<file path="src/rtl/pf_pkg.sv">
package pf_pkg;
  typedef enum logic [1:0] {TX_IDLE, TX_FETCH, TX_LOAD, TX_WAIT} tx_state_e;
  localparam logic [15:0] PF_BCAST = 16'hFFFF;
  localparam int PF_HDR_LEN = 3;
endpackage

</file>
<file path="src/rtl/pf_buf_ram.sv">
module pf_buf_ram #(
  parameter int DEPTH = 30,
  parameter int AW    = 5
) (
  input  logic          clk,
  input  logic          we,
  input  logic [AW-1:0] waddr,
  input  logic [7:0]    wdata,
  input  logic [AW-1:0] raddr,
  output logic [7:0]    rdata
);
  logic [7:0] mem [DEPTH];

  always_ff @(posedge clk) begin
    if (we) mem[waddr] <= wdata;
    rdata <= mem[raddr];
  end
endmodule

</file>
<file path="src/rtl/pf_rx_path.sv">
module pf_rx_path
  import pf_pkg::*;
#(
  parameter int PKT_LEN = 30,
  parameter int IDX_W   = 5,
  parameter int TMO_W   = 16
) (
  input  logic             clk,
  input  logic             rst,
  input  logic             enable,
  input  logic             rx_valid,
  input  logic [7:0]       rx_byte,
  input  logic             bit_tick,
  input  logic [TMO_W-1:0] tmo_ticks,
  input  logic [15:0]      local_addr,
  output logic             wr_en,
  output logic [IDX_W-1:0] wr_idx,
  output logic [7:0]       wr_data,
  output logic             busy,
  output logic             pkt_valid,
  output logic [7:0]       pkt_handler
);
  localparam logic [IDX_W-1:0] LAST = IDX_W'(PKT_LEN - 1);

  logic [IDX_W-1:0] cnt;
  logic [TMO_W-1:0] tmr;
  logic [7:0]       dst_hi, dst_lo, hdl;
  logic             take;
  logic [15:0]      dst;

  assign take    = enable & rx_valid;
  assign wr_en   = take;
  assign wr_idx  = cnt;
  assign wr_data = rx_byte;
  assign busy    = (cnt != '0);
  assign dst     = {dst_hi, dst_lo};

  always_ff @(posedge clk) begin
    if (rst) begin
      cnt         <= '0;
      tmr         <= '0;
      dst_hi      <= '0;
      dst_lo      <= '0;
      hdl         <= '0;
      pkt_valid   <= 1'b0;
      pkt_handler <= '0;
    end else begin
      pkt_valid <= 1'b0;
      if (take) begin
        tmr <= '0;
        if (cnt == IDX_W'(0)) dst_hi <= rx_byte;
        if (cnt == IDX_W'(1)) dst_lo <= rx_byte;
        if (cnt == IDX_W'(2)) hdl    <= rx_byte;
        if (cnt == LAST) begin
          cnt <= '0;
          if (dst == local_addr || dst == PF_BCAST) begin
            pkt_valid   <= 1'b1;
            pkt_handler <= hdl;
          end
        end else begin
          cnt <= cnt + 1'b1;
        end
      end else if (busy && tmo_ticks != '0 && bit_tick) begin
        if (tmr == tmo_ticks - 1'b1) begin
          cnt <= '0;
          tmr <= '0;
        end else begin
          tmr <= tmr + 1'b1;
        end
      end
    end
  end
endmodule

</file>
<file path="src/rtl/pf_tx_path.sv">
module pf_tx_path
  import pf_pkg::*;
#(
  parameter int PKT_LEN = 30,
  parameter int IDX_W   = 5
) (
  input  logic             clk,
  input  logic             rst,
  input  logic             send_req,
  input  logic             rx_busy,
  input  logic             tx_byte_done,
  input  logic [7:0]       ram_q,
  output logic             active,
  output logic [IDX_W-1:0] rd_idx,
  output logic             send_ack,
  output logic             send_ok,
  output logic             tx_valid,
  output logic [7:0]       tx_byte,
  output logic             tx_done,
  output logic             tx_success
);
  localparam logic [IDX_W-1:0] LAST = IDX_W'(PKT_LEN - 1);

  tx_state_e        state;
  logic [IDX_W-1:0] idx;
  logic             accept;

  assign active = (state != TX_IDLE);
  assign rd_idx = idx;
  assign accept = send_req && (state == TX_IDLE) && !rx_busy;

  always_ff @(posedge clk) begin
    if (rst) begin
      state      <= TX_IDLE;
      idx        <= '0;
      send_ack   <= 1'b0;
      send_ok    <= 1'b0;
      tx_valid   <= 1'b0;
      tx_byte    <= '0;
      tx_done    <= 1'b0;
      tx_success <= 1'b0;
    end else begin
      send_ack <= send_req;
      tx_valid <= 1'b0;
      tx_done  <= 1'b0;
      if (send_req) send_ok <= accept;
      case (state)
        TX_IDLE: if (accept) begin
          state <= TX_FETCH;
          idx   <= '0;
        end
        TX_FETCH: state <= TX_LOAD;
        TX_LOAD: begin
          tx_byte  <= ram_q;
          tx_valid <= 1'b1;
          state    <= TX_WAIT;
        end
        TX_WAIT: if (tx_byte_done) begin
          if (idx == LAST) begin
            tx_done    <= 1'b1;
            tx_success <= 1'b1;
            state      <= TX_IDLE;
          end else begin
            idx   <= idx + 1'b1;
            state <= TX_FETCH;
          end
        end
        default: state <= TX_IDLE;
      endcase
    end
  end
endmodule

</file>
<file path="src/rtl/pkt_framer.sv">
module pkt_framer #(
  parameter int PKT_LEN = 30,
  parameter int TMO_W   = 16,
  localparam int IDX_W  = $clog2(PKT_LEN)
) (
  input  logic             clk,
  input  logic             rst,
  input  logic [15:0]      local_addr,
  input  logic [TMO_W-1:0] tmo_ticks,
  input  logic             bit_tick,
  input  logic             rx_valid,
  input  logic [7:0]       rx_byte,
  output logic             pkt_valid,
  output logic [7:0]       pkt_handler,
  input  logic [IDX_W-1:0] rd_idx,
  output logic [7:0]       rd_data,
  input  logic             ld_we,
  input  logic [IDX_W-1:0] ld_idx,
  input  logic [7:0]       ld_data,
  input  logic             send_req,
  output logic             send_ack,
  output logic             send_ok,
  output logic             tx_valid,
  output logic [7:0]       tx_byte,
  input  logic             tx_byte_done,
  output logic             tx_done,
  output logic             tx_success
);
  localparam logic [IDX_W-1:0] LAST_IDX = IDX_W'(PKT_LEN - 1);

  logic             tx_active, rx_we, rx_busy, ld_ok, ram_we;
  logic [IDX_W-1:0] rx_idx, tx_idx, waddr, raddr;
  logic [7:0]       rx_wdata, wdata, ram_q;

  assign ld_ok   = ld_we & ~tx_active & (ld_idx <= LAST_IDX);
  assign ram_we  = rx_we | ld_ok;
  assign waddr   = rx_we ? rx_idx : ld_idx;
  assign wdata   = rx_we ? rx_wdata : ld_data;
  assign raddr   = tx_active ? tx_idx : rd_idx;
  assign rd_data = ram_q;

  pf_buf_ram #(.DEPTH(PKT_LEN), .AW(IDX_W)) u_ram (
    .clk(clk), .we(ram_we), .waddr(waddr), .wdata(wdata),
    .raddr(raddr), .rdata(ram_q)
  );

  pf_rx_path #(.PKT_LEN(PKT_LEN), .IDX_W(IDX_W), .TMO_W(TMO_W)) u_rx (
    .clk(clk), .rst(rst), .enable(~tx_active), .rx_valid(rx_valid),
    .rx_byte(rx_byte), .bit_tick(bit_tick), .tmo_ticks(tmo_ticks),
    .local_addr(local_addr), .wr_en(rx_we), .wr_idx(rx_idx),
    .wr_data(rx_wdata), .busy(rx_busy), .pkt_valid(pkt_valid),
    .pkt_handler(pkt_handler)
  );

  pf_tx_path #(.PKT_LEN(PKT_LEN), .IDX_W(IDX_W)) u_tx (
    .clk(clk), .rst(rst), .send_req(send_req),
    .rx_busy(rx_busy | rx_valid), .tx_byte_done(tx_byte_done),
    .ram_q(ram_q), .active(tx_active), .rd_idx(tx_idx),
    .send_ack(send_ack), .send_ok(send_ok), .tx_valid(tx_valid),
    .tx_byte(tx_byte), .tx_done(tx_done), .tx_success(tx_success)
  );
endmodule

</file>
<file path="config.mk">
export PLATFORM = sky130hd
export DESIGN_NAME = pkt_framer
export DESIGN_NICKNAME = d
export VERILOG_FILES = /design/src/rtl/pf_pkg.sv /design/src/rtl/pf_buf_ram.sv /design/src/rtl/pf_rx_path.sv /design/src/rtl/pf_tx_path.sv /design/src/rtl/pkt_framer.sv
export SDC_FILE = /design/constraint.sdc
export NUM_CORES = 1
export LEC_CHECK = 0
export ABC_AREA = 1
export ABC_CLOCK_PERIOD_IN_PS = 7700
export BUFFER_PORTS_ARGS = -buffer_cell sky130_fd_sc_hd__buf_2
export CAP_MARGIN = 20
export CELL_PAD_IN_SITES_DETAIL_PLACEMENT = 2
export CELL_PAD_IN_SITES_GLOBAL_PLACEMENT = 2
export CORE_UTILIZATION = 40
export CTS_CLUSTER_DIAMETER = 30
export CTS_CLUSTER_SIZE = 40
export DETAILED_ROUTE_END_ITERATION = 7
export PLACE_DENSITY_LB_ADDON = 0.2
export REMOVE_ABC_BUFFERS = 1
export SLEW_MARGIN = 20
export SYNTH_ARGS = -nofsm -noshare
export SYNTH_HDL_FRONTEND = slang
export SYNTH_SLANG_ARGS = --single-unit
export TNS_END_PERCENT = 30
</file>
<file path="constraint.sdc">
create_clock -name clk -period 7.7 [get_ports clk]
set_input_delay 1.155 -clock clk [delete_from_list [all_inputs] [get_ports clk]]
set_output_delay 1.155 -clock clk [all_outputs]
set_load 0.01 [all_outputs]
</file>
==> flow_summary.ini <==
[global_route]
grtUsageTotal = 0.323
gr-total-overflow = 0
antenna_found_initial = 1
grt_pass1_vias = 13400
grt_pass1_wl_microns = 86600
grt_start_max_net_pins = 70

[placement]
numPortBuffers = 94
dp_worst_setup_slack_ps = 3380
gp_congestion = 0.865
dp_hpwl_microns = 33100

[pwr]
combinationalPowerShare = 0.257
internal-power_mw = 4.87
power_leakage_nw = 6.85
pwr-share-seq = 0.294
clock_power_share = 0.448
pwr_density_cell_mw_per_mm2 = 427
netSwitchingPower_mw = 2.74
switching_share = 0.360
peakVddDrop_uv = 285

[synth]
yosysUniqueCellTypes = 42
synth_cells = 1459
ys_ff_latch = 322
syn_area_per_cell_sq_um = 9.79
synthesis.area_sq_mm = 0.0143
seq_area_frac_synth = 0.619
yosysWarnings = 0

[worst_setup_path]
cpMaxStageDelayCell = inv_2
crit_type = flop to flop
cp-startpoint = u_tx.state[1]$_SDFFE_PP0P_
start_kind = flop
required_ps = 8230
cp_cell_sequence = inv_1 > ha_1 > inv_1 > nand2_1 > nand2_4 > inv_2 > buf_4 > o21ai_0 > o221ai_1 > nand3_1 > nand2_1 > nand2_1 > nand2_1
cp_common_cell = nand2_1
cp-end-kind = flop
timing.rr.start = u_tx.state[1]$_SDFFE_PP0P_
critPathMaxStageDelay_ps = 830
crit_fanout = 65
worstPathArrival_ps = 5110

[layout]
drive_gt1_frac = 0.167
fillers = 3563
area.growth.synth_to_final_pct = 24.8
final_nets = 1660

[clocking]
cts_tree = done
post-cts-setup-buffers = 0
clk_path_buf_depth = 3
ctsHoldBuffers = 0
clk_pin_slew_ps = 50
clkSinkCount = 322
insertion_delay_ps = 580
cts-root-buf = clkbuf_16
ctsResizeCount = 0
h-tree-depth = 3
numCtsBuffers = 77

[sta]
tns_ps = 0
hold_viol = 0
timing.slew.headroom = 0.219
setup_viol = 0
finalCritPeriodShare = 0.596
slew_viol_final = 0
fin_crit_ps = 4590
skew_ps = 24.4
rsz0062_at_grt = false
max_freq_mhz = 218
tightest_slew_ps = 1170
setup_ws_ps = 3110

[floorplanning]
dieArea_sq_mm = 0.0365
initial_core_util = 0.410
core_area_sq_mm = 0.0349
boundaryPins = 95
num_rows = 68
die_h_microns = 191
die_x_microns = 191

[routing]
wl_per_cell_microns = 27.6
wirelength_microns = 57800
drtPass1Iterations = 5
ant_nets = 0
drtIter0Drc = 832
routed-via-count = 12000
via_per_inst = 5.72
drc = 0

[run]
drv_cap = 0

[hold_path]
hold_class = flop to flop
hp-start = u_rx.hdl[3]$_SDFFE_PP0P_

[status]
outcome = completed
through the flow:
stage / power [mW] / std cells / utilization / hold slack, ps / area, sq um
after global routing: 7.83 / 2098 / 0.511 / 521 / 17800
after CTS: 7.62 / 2097 / 0.511 / 494 / 17800
final: 7.61 / 2099 / 0.511 / 491 / 17800
after detailed placement: 4.05 / 1959 / 0.435 / 484 / 15200
after global placement: 3.93 / 1959 / 0.435 / 443 / 15200
after floorplan: 3.24 / 1398 / - / 456 / 14000
kinds of logic after synthesis:
| kind of cell | synth area share |
|---|---|
| DFF | 0.619 |
| buffers and inverters | 0.0440 |
| adders and majority gates | 0.0105 |
| xor gates and xnor gates | 0.0233 |
| and+or+nand+nor | 0.199 |
| AOI/OAI and AO/OA | 0.104 |
power by group through the flow:
stage	Sequential (mW)	Clock, mW	Combinational, mW
finish	2.24	3.41	1.96
global route	2.24	3.51	2.07
CTS	2.24	3.44	1.94
detailed placement	2.26	0	1.80
global placement	2.25	0	1.68
floorplan	2.23	0	1.01
cell usage in the layout (no fill, tap or decap), types with 11 or more instances in the layout:
cell type    n
a21oi_1     18
buf_2       94
buf_4       12
clkbuf_1    11
clkbuf_16   83
clkinv_2    11
dfxtp_1     82
edfxtp_1   240
ha_1        12
inv_1       83
nand2_1    249
nand3_1     82
nand4_1     17
nor2_1     281
nor3_1      11
o21ai_0    149
o21ai_1     19
o221ai_1    50
xnor2_1     23
xor2_1      15
flip-flops by register name, indices dropped and copies added, names as in the netlist, 8 cells and up:
| signal | count |
|---|---|
| u_tx.tx_byte | 8 |
| u_ram.rdata | 8 |
| u_rx.pkt_handler | 8 |
| u_rx.tmr | 16 |
| u_rx.dst_hi | 8 |
| u_ram.mem | 240 |
| u_rx.dst_lo | 8 |
| u_rx.hdl | 8 |
critical path, delay by kind of cell (launching register included):
family,cells,cell delay [ps]
buffers and inverters,4,1870
AND/OR/NAND/NOR,6,1010
AO/OA/AOI/OAI,2,640
adder cells (fa/ha/maj),1,520
flip-flops,1,330
synth_stat cells:
cell type / number / area, sq um
a21boi_0: 1 / 7.51
xnor2_1: 23 / 201
o221ai_1: 50 / 438
a31oi_1: 1 / 6.26
buf_1: 1 / 3.75
nand2_2: 5 / 31.3
clkbuf_1: 30 / 113
or2_1: 2 / 12.5
o211ai_1: 4 / 30.0
or2_0: 1 / 6.26
nor2_8: 1 / 20.0
o22ai_1: 6 / 37.5
nor3_1: 11 / 55.1
nand3_2: 1 / 10.0
a21o_1: 1 / 7.51
nor2_1: 281 / 1050
buf_6: 1 / 11.3
edfxtp_1: 240 / 7210
inv_1: 84 / 315
o21ai_0: 149 / 746
buf_4: 1 / 7.51
clkbuf_2: 2 / 10.0
dfxtp_1: 82 / 1640
nand3b_1: 3 / 22.5
nand2_1: 254 / 953
nor2_4: 4 / 45.0
o21a_1: 1 / 7.51
nand4_1: 17 / 106
xor2_1: 15 / 131
nand2_4: 1 / 11.3
clkinv_1: 1 / 3.75
inv_2: 9 / 33.8
a21oi_1: 18 / 90.1
nand3b_2: 1 / 11.3
o21ai_1: 20 / 100
nor2_2: 10 / 62.6
or2_2: 5 / 31.3
buf_2: 26 / 130
a21oi_2: 1 / 8.76
nand3_1: 82 / 410
ha_1: 12 / 150
nor4_1: 1 / 6.26
path summary, 6_finish.rpt:
path                                                    endpoint  slack, ps  cells past startpoint
worst max-delay path                      u_ram.rdata[6]$_DFF_P_       3110                     13
worst max register to register            u_ram.rdata[6]$_DFF_P_       3110                     13
worst min register to register  u_rx.pkt_handler[3]$_SDFFE_PP0P_        490                      2
worst min-delay path            u_rx.pkt_handler[3]$_SDFFE_PP0P_        490                      2
per-layer routing:
metal | up-vias | part of all wire | GRT usage
met5 | - | 0 | 0
met2 | 429 | 0.51 | 0.569
met4 | 0 | 0.036 | 0.142
li1 | 5308 | - | -
met3 | 130 | 0.050 | 0.0543
met1 | 6136 | 0.40 | 0.385
final cells by class:
cell class | count | area [sq um] | share of cell area
Antenna cell | 2 | 5.00 | 0.000281
Sequential cell | 322 | 8850 | 0.496
Clock buffer | 96 | 2150 | 0.120
Tap cell | 455 | 569 | 0.0319
Multi-Input combinational cell | 982 | 4830 | 0.271
Inverter | 94 | 353 | 0.0198
Clock inverter | 42 | 519 | 0.0291
Timing Repair Buffer | 106 | 561 | 0.0314
No activity file was read; power rests on OpenSTA's default activity.
